--- src/rtl/dskw_pkg.sv ---
package dskw_pkg;

   localparam int ELEM_BITS = 5;
   localparam int DATA_BITS = 4;

   // number of parity elements per reference frame for a lane count
   function automatic int elem_count(input int lanes);
      if (lanes <= 8)       return 2;
      else if (lanes <= 12) return 3;
      else if (lanes <= 16) return 4;
      else                  return 5;
   endfunction

   // bit e set means element e is an odd parity element
   function automatic logic [7:0] odd_pattern(input int lanes);
      case (elem_count(lanes))
         2:       return 8'b0000_0010;
         3:       return 8'b0000_0100;
         4:       return 8'b0000_1100;
         default: return 8'b0001_0100;
      endcase
   endfunction

endpackage

--- src/rtl/dskw_seq.sv ---
module dskw_seq #(
   parameter int N_ELEM = 2,
   localparam int EW = (N_ELEM > 1) ? $clog2(N_ELEM) : 1
) (
   input  logic          clk_i,
   input  logic          rst_i,
   input  logic          en_i,
   output logic [2:0]    slot_o,
   output logic [EW-1:0] elem_o,
   output logic          data_slot_o,
   output logic          par_slot_o,
   output logic          frame_first_o,
   output logic          frame_last_o
);
   import dskw_pkg::*;

   localparam logic [EW-1:0] LAST_E   = EW'(N_ELEM - 1);
   localparam logic [2:0]    PAR_SLOT = 3'(DATA_BITS);

   if (N_ELEM < 2 || N_ELEM > 5) begin : g_bad_elem
      $error("dskw_seq: N_ELEM out of range");
   end

   logic [2:0]    slot_q;
   logic [EW-1:0] elem_q;

   always_ff @(posedge clk_i) begin
      if (rst_i) begin
         slot_q <= '0;
         elem_q <= '0;
      end else if (en_i) begin
         if (slot_q == PAR_SLOT) begin
            slot_q <= '0;
            elem_q <= (elem_q == LAST_E) ? '0 : elem_q + EW'(1);
         end else begin
            slot_q <= slot_q + 3'd1;
         end
      end
   end

   always_comb begin
      slot_o        = slot_q;
      elem_o        = elem_q;
      par_slot_o    = (slot_q == PAR_SLOT);
      data_slot_o   = !par_slot_o;
      frame_first_o = (slot_q == 3'd0) && (elem_q == '0);
      frame_last_o  = par_slot_o && (elem_q == LAST_E);
   end

   p_slot_bound_r4: assert property (@(posedge clk_i) disable iff (rst_i)
      (slot_q <= PAR_SLOT) && (elem_q <= LAST_E));

endmodule

--- src/rtl/dskw_lane_sel.sv ---
module dskw_lane_sel #(
   parameter int N_LANES = 4,
   localparam int LW = $clog2(N_LANES)
) (
   input  logic               clk_i,
   input  logic               rst_i,
   input  logic               en_i,
   input  logic               adv_i,
   input  logic               restart_i,
   input  logic [N_LANES-1:0] lane_data_i,
   output logic               lane_bit_o
);
   localparam logic [LW-1:0] TOP = LW'(N_LANES - 1);

   logic [LW-1:0]      ptr_q;
   logic [N_LANES-1:0] sel;

   always_ff @(posedge clk_i) begin
      if (rst_i) begin
         ptr_q <= TOP;
      end else if (en_i) begin
         if (restart_i)
            ptr_q <= TOP;
         else if (adv_i)
            ptr_q <= (ptr_q == '0) ? TOP : ptr_q - LW'(1);
      end
   end

   for (genvar g = 0; g < N_LANES; g++) begin : g_sel
      assign sel[g] = (ptr_q == LW'(g));
   end

   assign lane_bit_o = |(lane_data_i & sel);

   p_ptr_range_r2: assert property (@(posedge clk_i) disable iff (rst_i)
      $onehot(sel));

   p_ptr_hold_parity_r2: assert property (@(posedge clk_i) disable iff (rst_i)
      (en_i && !adv_i && !restart_i) |=> $stable(ptr_q));

   p_restart_top_r3: assert property (@(posedge clk_i) disable iff (rst_i)
      (en_i && restart_i) |=> (ptr_q == TOP));

endmodule

--- src/rtl/dskw_parity.sv ---
module dskw_parity (
   input  logic clk_i,
   input  logic rst_i,
   input  logic en_i,
   input  logic data_slot_i,
   input  logic elem_first_i,
   input  logic odd_elem_i,
   input  logic frame_first_i,
   input  logic inv_odd_i,
   input  logic lane_bit_i,
   output logic dsk_o
);
   logic inv_q;
   logic acc_q;
   logic txx_q;
   logic dsk_q;
   logic inv_eff;
   logic tx_bit;

   always_comb begin
      inv_eff = frame_first_i ? inv_odd_i : inv_q;
      tx_bit  = lane_bit_i ^ (inv_eff & odd_elem_i);
   end

   always_ff @(posedge clk_i) begin
      if (rst_i) begin
         inv_q <= 1'b0;
         acc_q <= 1'b0;
         txx_q <= 1'b0;
         dsk_q <= 1'b0;
      end else if (en_i) begin
         if (frame_first_i)
            inv_q <= inv_odd_i;
         if (data_slot_i) begin
            dsk_q <= tx_bit;
            acc_q <= elem_first_i ? lane_bit_i : (acc_q ^ lane_bit_i);
            txx_q <= elem_first_i ? tx_bit : (txx_q ^ tx_bit);
         end else begin
            dsk_q <= acc_q ^ odd_elem_i;
         end
      end
   end

   assign dsk_o = dsk_q;

   p_elem_parity_r5: assert property (@(posedge clk_i) disable iff (rst_i)
      (en_i && !data_slot_i) |=> ((txx_q ^ dsk_q) == $past(odd_elem_i)));

   p_even_plain_r6: assert property (@(posedge clk_i) disable iff (rst_i)
      (en_i && data_slot_i && !odd_elem_i) |=> (dsk_q == $past(lane_bit_i)));

   p_idle_hold_r8: assert property (@(posedge clk_i) disable iff (rst_i)
      !en_i |=> $stable(dsk_q));

endmodule

--- src/rtl/dskw_gen.sv ---
module dskw_gen #(
   parameter int N_LANES = 4
) (
   input  logic               clk_i,
   input  logic               rst_i,
   input  logic               en_i,
   input  logic               inv_odd_i,
   input  logic [N_LANES-1:0] lane_data_i,
   output logic               dsk_o
);
   import dskw_pkg::*;

   localparam int         N_ELEM  = elem_count(N_LANES);
   localparam int         EW      = (N_ELEM > 1) ? $clog2(N_ELEM) : 1;
   localparam logic [7:0] ODD_PAT = odd_pattern(N_LANES);

   if (N_LANES < 4 || N_LANES > 20) begin : g_bad_lanes
      $error("dskw_gen: N_LANES must lie in 4..20");
   end

   logic [2:0]    slot;
   logic [EW-1:0] elem;
   logic          data_slot;
   logic          par_slot;
   logic          frame_first;
   logic          frame_last;
   logic          lane_bit;
   logic          odd_elem;

   dskw_seq #(.N_ELEM(N_ELEM)) u_seq (
      .clk_i         (clk_i),
      .rst_i         (rst_i),
      .en_i          (en_i),
      .slot_o        (slot),
      .elem_o        (elem),
      .data_slot_o   (data_slot),
      .par_slot_o    (par_slot),
      .frame_first_o (frame_first),
      .frame_last_o  (frame_last)
   );

   dskw_lane_sel #(.N_LANES(N_LANES)) u_lane (
      .clk_i       (clk_i),
      .rst_i       (rst_i),
      .en_i        (en_i),
      .adv_i       (data_slot),
      .restart_i   (frame_last),
      .lane_data_i (lane_data_i),
      .lane_bit_o  (lane_bit)
   );

   assign odd_elem = ODD_PAT[elem];

   dskw_parity u_par (
      .clk_i         (clk_i),
      .rst_i         (rst_i),
      .en_i          (en_i),
      .data_slot_i   (data_slot),
      .elem_first_i  (slot == 3'd0),
      .odd_elem_i    (odd_elem),
      .frame_first_i (frame_first),
      .inv_odd_i     (inv_odd_i),
      .lane_bit_i    (lane_bit),
      .dsk_o         (dsk_o)
   );

   p_first_even_r4: assert property (@(posedge clk_i) disable iff (rst_i)
      frame_first |-> !odd_elem);

   p_last_odd_r4: assert property (@(posedge clk_i) disable iff (rst_i)
      (en_i && frame_last) |-> (odd_elem && par_slot));

endmodule

--- config.mk ---
export PLATFORM = sky130hd
export DESIGN_NAME = dskw_gen
export DESIGN_NICKNAME = d
export VERILOG_FILES = /design/src/rtl/dskw_pkg.sv /design/src/rtl/dskw_seq.sv /design/src/rtl/dskw_lane_sel.sv /design/src/rtl/dskw_parity.sv /design/src/rtl/dskw_gen.sv
export SDC_FILE = /design/constraint.sdc
export NUM_CORES = 1
export LEC_CHECK = 0
export ABC_AREA = 1
export BUFFER_PORTS_ARGS = -buffer_cell sky130_fd_sc_hd__buf_4
export CORE_AREA = 2 2 39 41
export DETAILED_ROUTE_END_ITERATION = 6
export DIE_AREA = 0 0 41 43
export GPL_TIMING_DRIVEN = 0
export PLACE_DENSITY = 0.66
export SKIP_CTS_REPAIR_TIMING = 1
export SYNTH_ARGS = -nofsm -noshare
export SYNTH_HDL_FRONTEND = slang
export SYNTH_SLANG_ARGS = --single-unit
--- constraint.sdc ---
create_clock -name clk_i -period 1.5 [get_ports clk_i]
set_clock_uncertainty 0.15 [all_clocks]
set_input_delay 0.075 -clock clk_i [delete_from_list [all_inputs] [get_ports clk_i]]
set_output_delay 0.075 -clock clk_i [all_outputs]
set_load 0.01 [all_outputs]
==> reports/qor.yml, run 1 <==
status:
  status: "finished, final reports clean"
routing:
  ant_nets: 0
  drc: 0
  via_count: 449
  firstDrtPassIters: 3
  drt-vias-per-instance: 4.49
  drt_iter0_drc: 4
  wirelength_um: 897
  wl_per_cell_um: 8.97
synth:
  syn_area_per_cell_um2: 7.67
  syn-num-nets: 83
  synth_cells: 69
  yosys_warnings: 0
  yosys_register_bits: 9
  syn-cell-area_um2: 529
  synth_seq_area_share: 0.340
  synth_cell_types: 22
floorplanning:
  die_w_um: 41
  die_h_um: 43
  io_pins: 9
  core-area_um2: 1380
  initial_core_util: 0.382
  die-area_um2: 1760
  rows: 14
global_route:
  grt_usage: 0.123
  grt-ovfl-total: 0
  antenna_found_initial: 0
  grt_max_degree: 8
  grt_first_pass_wirelength_um: 1420
  grt_pass1_vias: 380
placed_design:
  gp_congestion: 0.773
  place_ws_ns: 0.0482
  io_buffers: 8
  hpwl_um: 725
worst_setup_path:
  crit_type: "reg -> reg"
  required_ns: 1.51
  path_max_fanout: 5
  r2r_cells: 6
  worstSetupEndpointType: "flop"
  r2r-start: "u_seq.slot_o[0]"
  reg2reg_to: "u_par.acc_q"
  reg2reg_setup_slack_ns: 0.09
  cp.arrival_ns: 1.41
  cp-start-kind: "flop"
final_layout:
  fin_nets: 99
  final_common_cell: "nand2_1"
  drive_above_1_share: 0.238
  most-common-layout-cells: "nand2_1, buf_4, inv_1, dfxtp_1, ha_1"
  n_fill_cell: 131
  n_antenna_cell: 0
  area_growth_pct: 26.5
  fin_util: 0.484
timing:
  setup_viol_count_final: 0
  hold_viol_final: 0
  rsz0062_at_grt: "no"
  setup_ws_ns: 0.0947
  period_minus_slack_ns: 1.41
  final_max_slew_viol_count: 0
  min_period_over_period: 0.937
  tightest_slew_ns: 0.165
  fin_setup_tns_ns: 0
  max_freq_ghz: 0.712
  relSlewSlack: 0.889
clocking:
  cts_root_buf: "clkbuf_4"
  cts_buffer_depth: 2
  h-tree-depth: 1
  clkSinkCount: 9
  clk_latency_ns: 0.26
  clk_pin_slew_ns: 0.06
  tritoncts: "yes"
  cts_buffers: 3
pwr:
  power.density_nw_per_um2: 854
  leakagePower_nw: 0.345
  total_power_mw: 0.572
  ir_drop_mv: 0.540
hold_path:
  hp-start: "lane_data_i[0]"
  hp-class: "in -> reg"
  whs_path_depth: 6
  hold_end: "u_par.dsk_o"
flow_run:
  maxCapViolations: 0
## worst max path at each step
| stage | from | end | slack, ns | cells after the start |
|---|---|---|---|---|
| 3_5_place_dp | u_lane.ptr_q[0] | u_par.acc_q | 0.05 | 8 |
| 5_1_grt | u_lane.ptr_q[1] | u_par.dsk_o | 0.02 | 8 |
| 4_1_cts | u_lane.ptr_q[0] | u_par.acc_q | 0.04 | 8 |
| 2_1_floorplan | u_lane.ptr_q[0] | u_par.acc_q | 0.18 | 8 |
| 3_3_place_gp | u_lane.ptr_q[0] | u_par.dsk_o | 0.05 | 8 |
| 6_report | u_seq.slot_o[0] | u_par.acc_q | 0.09 | 6 |
## power by group
| part | switching (mW) | total [mW] | internal, mW |
|---|---|---|---|
| Combinational | 0.0591 | 0.112 | 0.0530 |
| Clock | 0.0856 | 0.188 | 0.103 |
| Sequential | 0.0133 | 0.271 | 0.258 |
| Total | 0.158 | 0.572 | 0.414 |
## metal layers
metal / track usage / share of wire / vias up / wire, µm
met2: 0.172 / 0.42 / 9 / 380
met4: 0.0400 / 0.016 / 0 / 14
li1: - / - / 250 / -
met5: 0 / 0 / - / 0
met1: 0.139 / 0.51 / 187 / 455
met3: 0.0942 / 0.052 / 3 / 47
## through the flow
stage | cell area, µm² | cells | hold slack, ns
final | 669 | 100 | 0.104
after global routing | 669 | 100 | 0.143
after detailed placement | 609 | 93 | 0.126
after floorplan | 529 | 69 | -0.0126
after CTS | 636 | 97 | -0.159
after global placement | 609 | 93 | 0.121
## logic make-up after synthesis
logic type               Yosys count  synth area share
AND/OR/NAND/NOR                   28             0.234
XOR/XNOR                           2            0.0331
flip-flops                         9             0.340
buffers and inverters             10            0.0780
AO/OA/AOI/OAI                     14             0.173
adder cells (fa/ha/maj)            6             0.142
## worst max-delay path, cell delays in order (launching register included)
cell     delay (ns)
dfxtp_1        0.34
inv_1          0.07
ha_1           0.22
nand2_2        0.11
nand2_1        0.13
nor3_1         0.21
nor2_1         0.06
## cells in the mapped netlist
master / count / area (µm²)
nand2_1: 15 / 56.3
dfxtp_1: 9 / 180
inv_1: 8 / 30.0
ha_1: 6 / 75.1
nor2_1: 6 / 22.5
o21ai_0: 4 / 20.0
a21oi_1: 2 / 10.0
a21oi_2: 2 / 17.5
nand3_1: 2 / 10.0
nor3_1: 2 / 10.0
o21ai_1: 2 / 10.0
a21boi_2: 1 / 11.3
buf_4: 1 / 7.51
inv_2: 1 / 3.75
nand2_2: 1 / 6.26
nor2_4: 1 / 11.3
nor3b_1: 1 / 7.51
o211ai_1: 1 / 7.51
o21a_1: 1 / 7.51
o21bai_1: 1 / 7.51
xnor2_1: 1 / 8.76
xor2_1: 1 / 8.76
## area by class of cell
type                            instances  area [µm²]  area share
Multi-Input combinational cell         50         310       0.464
Tap cell                               16        20.0      0.0299
Inverter                                9        33.8      0.0505
Clock buffer                            4        26.3      0.0393
Buffer                                  1        7.51      0.0112
Timing Repair Buffer                   11        90.1       0.135
Sequential cell                         9         181       0.271
Note: power is estimated with default switching activity, not from simulation.
==> run 2, diff against run 1 <==
--- a/config.mk
+++ b/config.mk
@@ -11,8 +11,9 @@
 export DETAILED_ROUTE_END_ITERATION = 6
 export DIE_AREA = 0 0 41 43
 export GPL_TIMING_DRIVEN = 0
-export PLACE_DENSITY = 0.66
+export PLACE_DENSITY = 0.73
 export SKIP_CTS_REPAIR_TIMING = 1
 export SYNTH_ARGS = -nofsm -noshare
 export SYNTH_HDL_FRONTEND = slang
+export SYNTH_HIERARCHICAL = 1
 export SYNTH_SLANG_ARGS = --single-unit
==> run 2 against run 1 <==
  * The run now ends with hold timing left
  * Power is 15% higher
  * Clock power is 7% higher
  * Setup slack got worse by 0.045 ns
  * Final cell count up 32%
  * Combinational power increased by 59%
  * Non-clock buffer count is 2 higher
  * Register-to-register slack worse by 0.04 ns
  * Sequential share of layout area down 4.1 points
  * Sequential power rose by 2%
  * Utilization is 11 points higher
  * Die area is the same
  * First-iteration DRC count increased by 25%
==> reports/qor.yml, run 2 <==
clocking:
  cts_root_buf: "clkbuf_4"
  cts_buffers: 3  # unchanged
  clkSinkCount: 9  # unchanged
  tritoncts: "yes"
  clk_latency_ns: 0.27  # about the same
  h-tree-depth: 1  # unchanged
  cts_buffer_depth: 2  # unchanged
  clk_pin_slew_ns: 0.07  # about the same
timing:
  min_period_over_period: 0.967  # +0.0298
  rsz0062_at_grt: "yes"
  hold_ws_ns: -0.0104  # -0.114 ns
  max_freq_ghz: 0.690  # -3.1%
  tightest_slew_ns: 0.285  # +0.120 ns
  setup_ws_ns: 0.0500  # -0.0447 ns
  final_max_slew_viol_count: 0  # unchanged
  setup_viol_count_final: 0  # unchanged
  relSlewSlack: 0.810  # -0.0798
  hold_viol_final: 1  # +1
  period_minus_slack_ns: 1.45  # +0.0447 ns
final_layout:
  n_antenna_cell: 0  # unchanged
  largest_reg_flops: 3
  fin_nets: 131  # +32%
  fin_util: 0.593  # +0.109
  final_common_cell: "nand2_1"
  regArea_um2: 189  # +4.1%
  drive_above_1_share: 0.310  # +0.0722
  area_growth_pct: 32.8
  most-common-layout-cells: "nand2_1, inv_1, buf_4"
  multi_input_area_um2: 393  # +27%
  n_fill_cell: 142  # +8.4%
global_route:
  grt_pass1_vias: 550  # +45%
  grt_util_met2: 0.278  # +0.106
  grt_first_pass_wirelength_um: 2100  # +48%
  grt_busiest_layer: "met2"
  grt-ovfl-total: 0  # unchanged
  use_met1: 0.197  # +0.0587
  grt_max_degree: 13  # +5
  grt_usage: 0.181  # +0.0585
  met3_usage: 0.0942  # unchanged
  antenna_found_initial: 0  # unchanged
worst_setup_path:
  r2r_cells: 9  # +3
  r2r-start: "u_seq/slot_o[0]"
  endpoint: "u_par/acc_q"
  worstSetupEndpointType: "flop"
  required_ns: 1.52  # about the same
  path_cells: "inv_2, ha_4, nand2_2, nand2_1, inv_1, nand2_1, nand2_1, nor3_1, nor3_1"
  reg2reg_setup_slack_ns: 0.05  # -0.04 ns
  reg2reg_to: "u_par/acc_q"
  crit_start: "u_seq/slot_o[0]"
  crit_type: "reg -> reg"
  worst_path_largest_cell_delay_ns: 0.34  # about the same
  worst-path-stages: 9  # +3
  cp.arrival_ns: 1.47  # +0.06 ns
  cp-start-kind: "flop"
  worstPathBufferInverterCount: 2  # +1
  path_max_fanout: 6  # +1
  path_common_cell: "nand2_1"
  cp_top_family: "simple AND/OR/NAND/NOR gates"
  cpMaxStageDelayCell: "dfxtp_2"
pwr:
  leakagePower_nw: 0.426  # +24%
  power.density_nw_per_um2: 798  # -6.5%
  ir_drop_mv: 0.575  # +6.4%
routing:
  drt-vias-per-instance: 4.84  # +7.8%
  via_count: 639  # +42%
  drc: 0  # unchanged
  firstDrtPassIters: 4  # +1
  wl_per_cell_um: 10.2  # +14%
  wirelength_um: 1350  # +50%
  ant_nets: 0  # unchanged
  drt_iter0_drc: 5  # +1
floorplanning:
  die-area_um2: 1760  # unchanged
  initial_core_util: 0.447  # +0.0642
  die_h_um: 43  # unchanged
  rows: 14  # unchanged
  die_w_um: 41  # unchanged
  core-area_um2: 1380  # unchanged
  io_pins: 9  # unchanged
status:
  status: "complete, but fails checks"
  violations: "hold timing"
synth:
  syn_area_per_cell_um2: 6.31  # -18%
  syn-num-nets: 112  # +35%
  synth_cells: 98  # +42%
  syn-cell-area_um2: 618  # +17%
  yosys_warnings: 6  # +6
placed_design:
  io_buffers: 8  # unchanged
  place_ws_ns: -0.160  # -0.208 ns
  gp_congestion: 0.751  # -2.8%
  hpwl_um: 910  # +26%
flow_run:
  maxCapViolations: 0  # unchanged
hold_path:
  hp-start: "inv_odd_i"
  hp-class: "in -> reg"
[run 2: per-layer routing]
metal	wire length [µm]	up-vias
met5	0	-
met4	25	0
met3	84	4
met2	651	16
met1	586	280
li1	-	339
[run 2: worst min-delay path by stage]
stage | endpoint | slack (ns) | cells past startpoint
after floorplan | u_par/dsk_o | -0.01 | 1
after global routing | u_par/inv_q | 0.06 | 5
after CTS | u_par/dsk_o | -0.15 | 2
after global placement | u_par/dsk_o | 0.14 | 2
after detailed placement | u_par/dsk_o | 0.14 | 2
final | u_par/inv_q | -0.01 | 5
[run 2: worst register-to-register path: cells and delay by family, from the launching register on]
| family | cells | cell delay, ns |
|---|---|---|
| buffers and inverters | 2 | 0.14 |
| and+or+nand+nor | 6 | 0.56 |
| adders and majority gates | 1 | 0.16 |
| DFF | 1 | 0.34 |
[run 2: layout make-up]
type                    instances  share of cell area
flip-flops and latches          9               0.230
repair buffers                 14               0.134
well taps                      16              0.0244
inverters                      22               0.101
clock buffers                   4              0.0320
multi-input cells              67               0.479
[run 2: through the flow]
stage	area, µm²	hold WS, ns	TNS, ns	cells	total power [mW]
after floorplan	618	-0.0126	0	98	0.366
after global placement	698	0.144	-0.160	122	0.405
after detailed placement	698	0.144	-0.454	122	0.411
after CTS	724	-0.149	-0.503	126	0.615
after global routing	821	0.0605	-0.0752	132	0.700
final	821	-0.0104	0	132	0.655
[run 2: power by group]
group          internal [mW]  leakage (nW)  switching, mW  total [mW]
Clock                  0.103        0.0150         0.0983       0.201
Sequential             0.258        0.0751         0.0179       0.276
Combinational         0.0868         0.336         0.0909       0.178
Total                  0.448         0.426          0.207       0.655
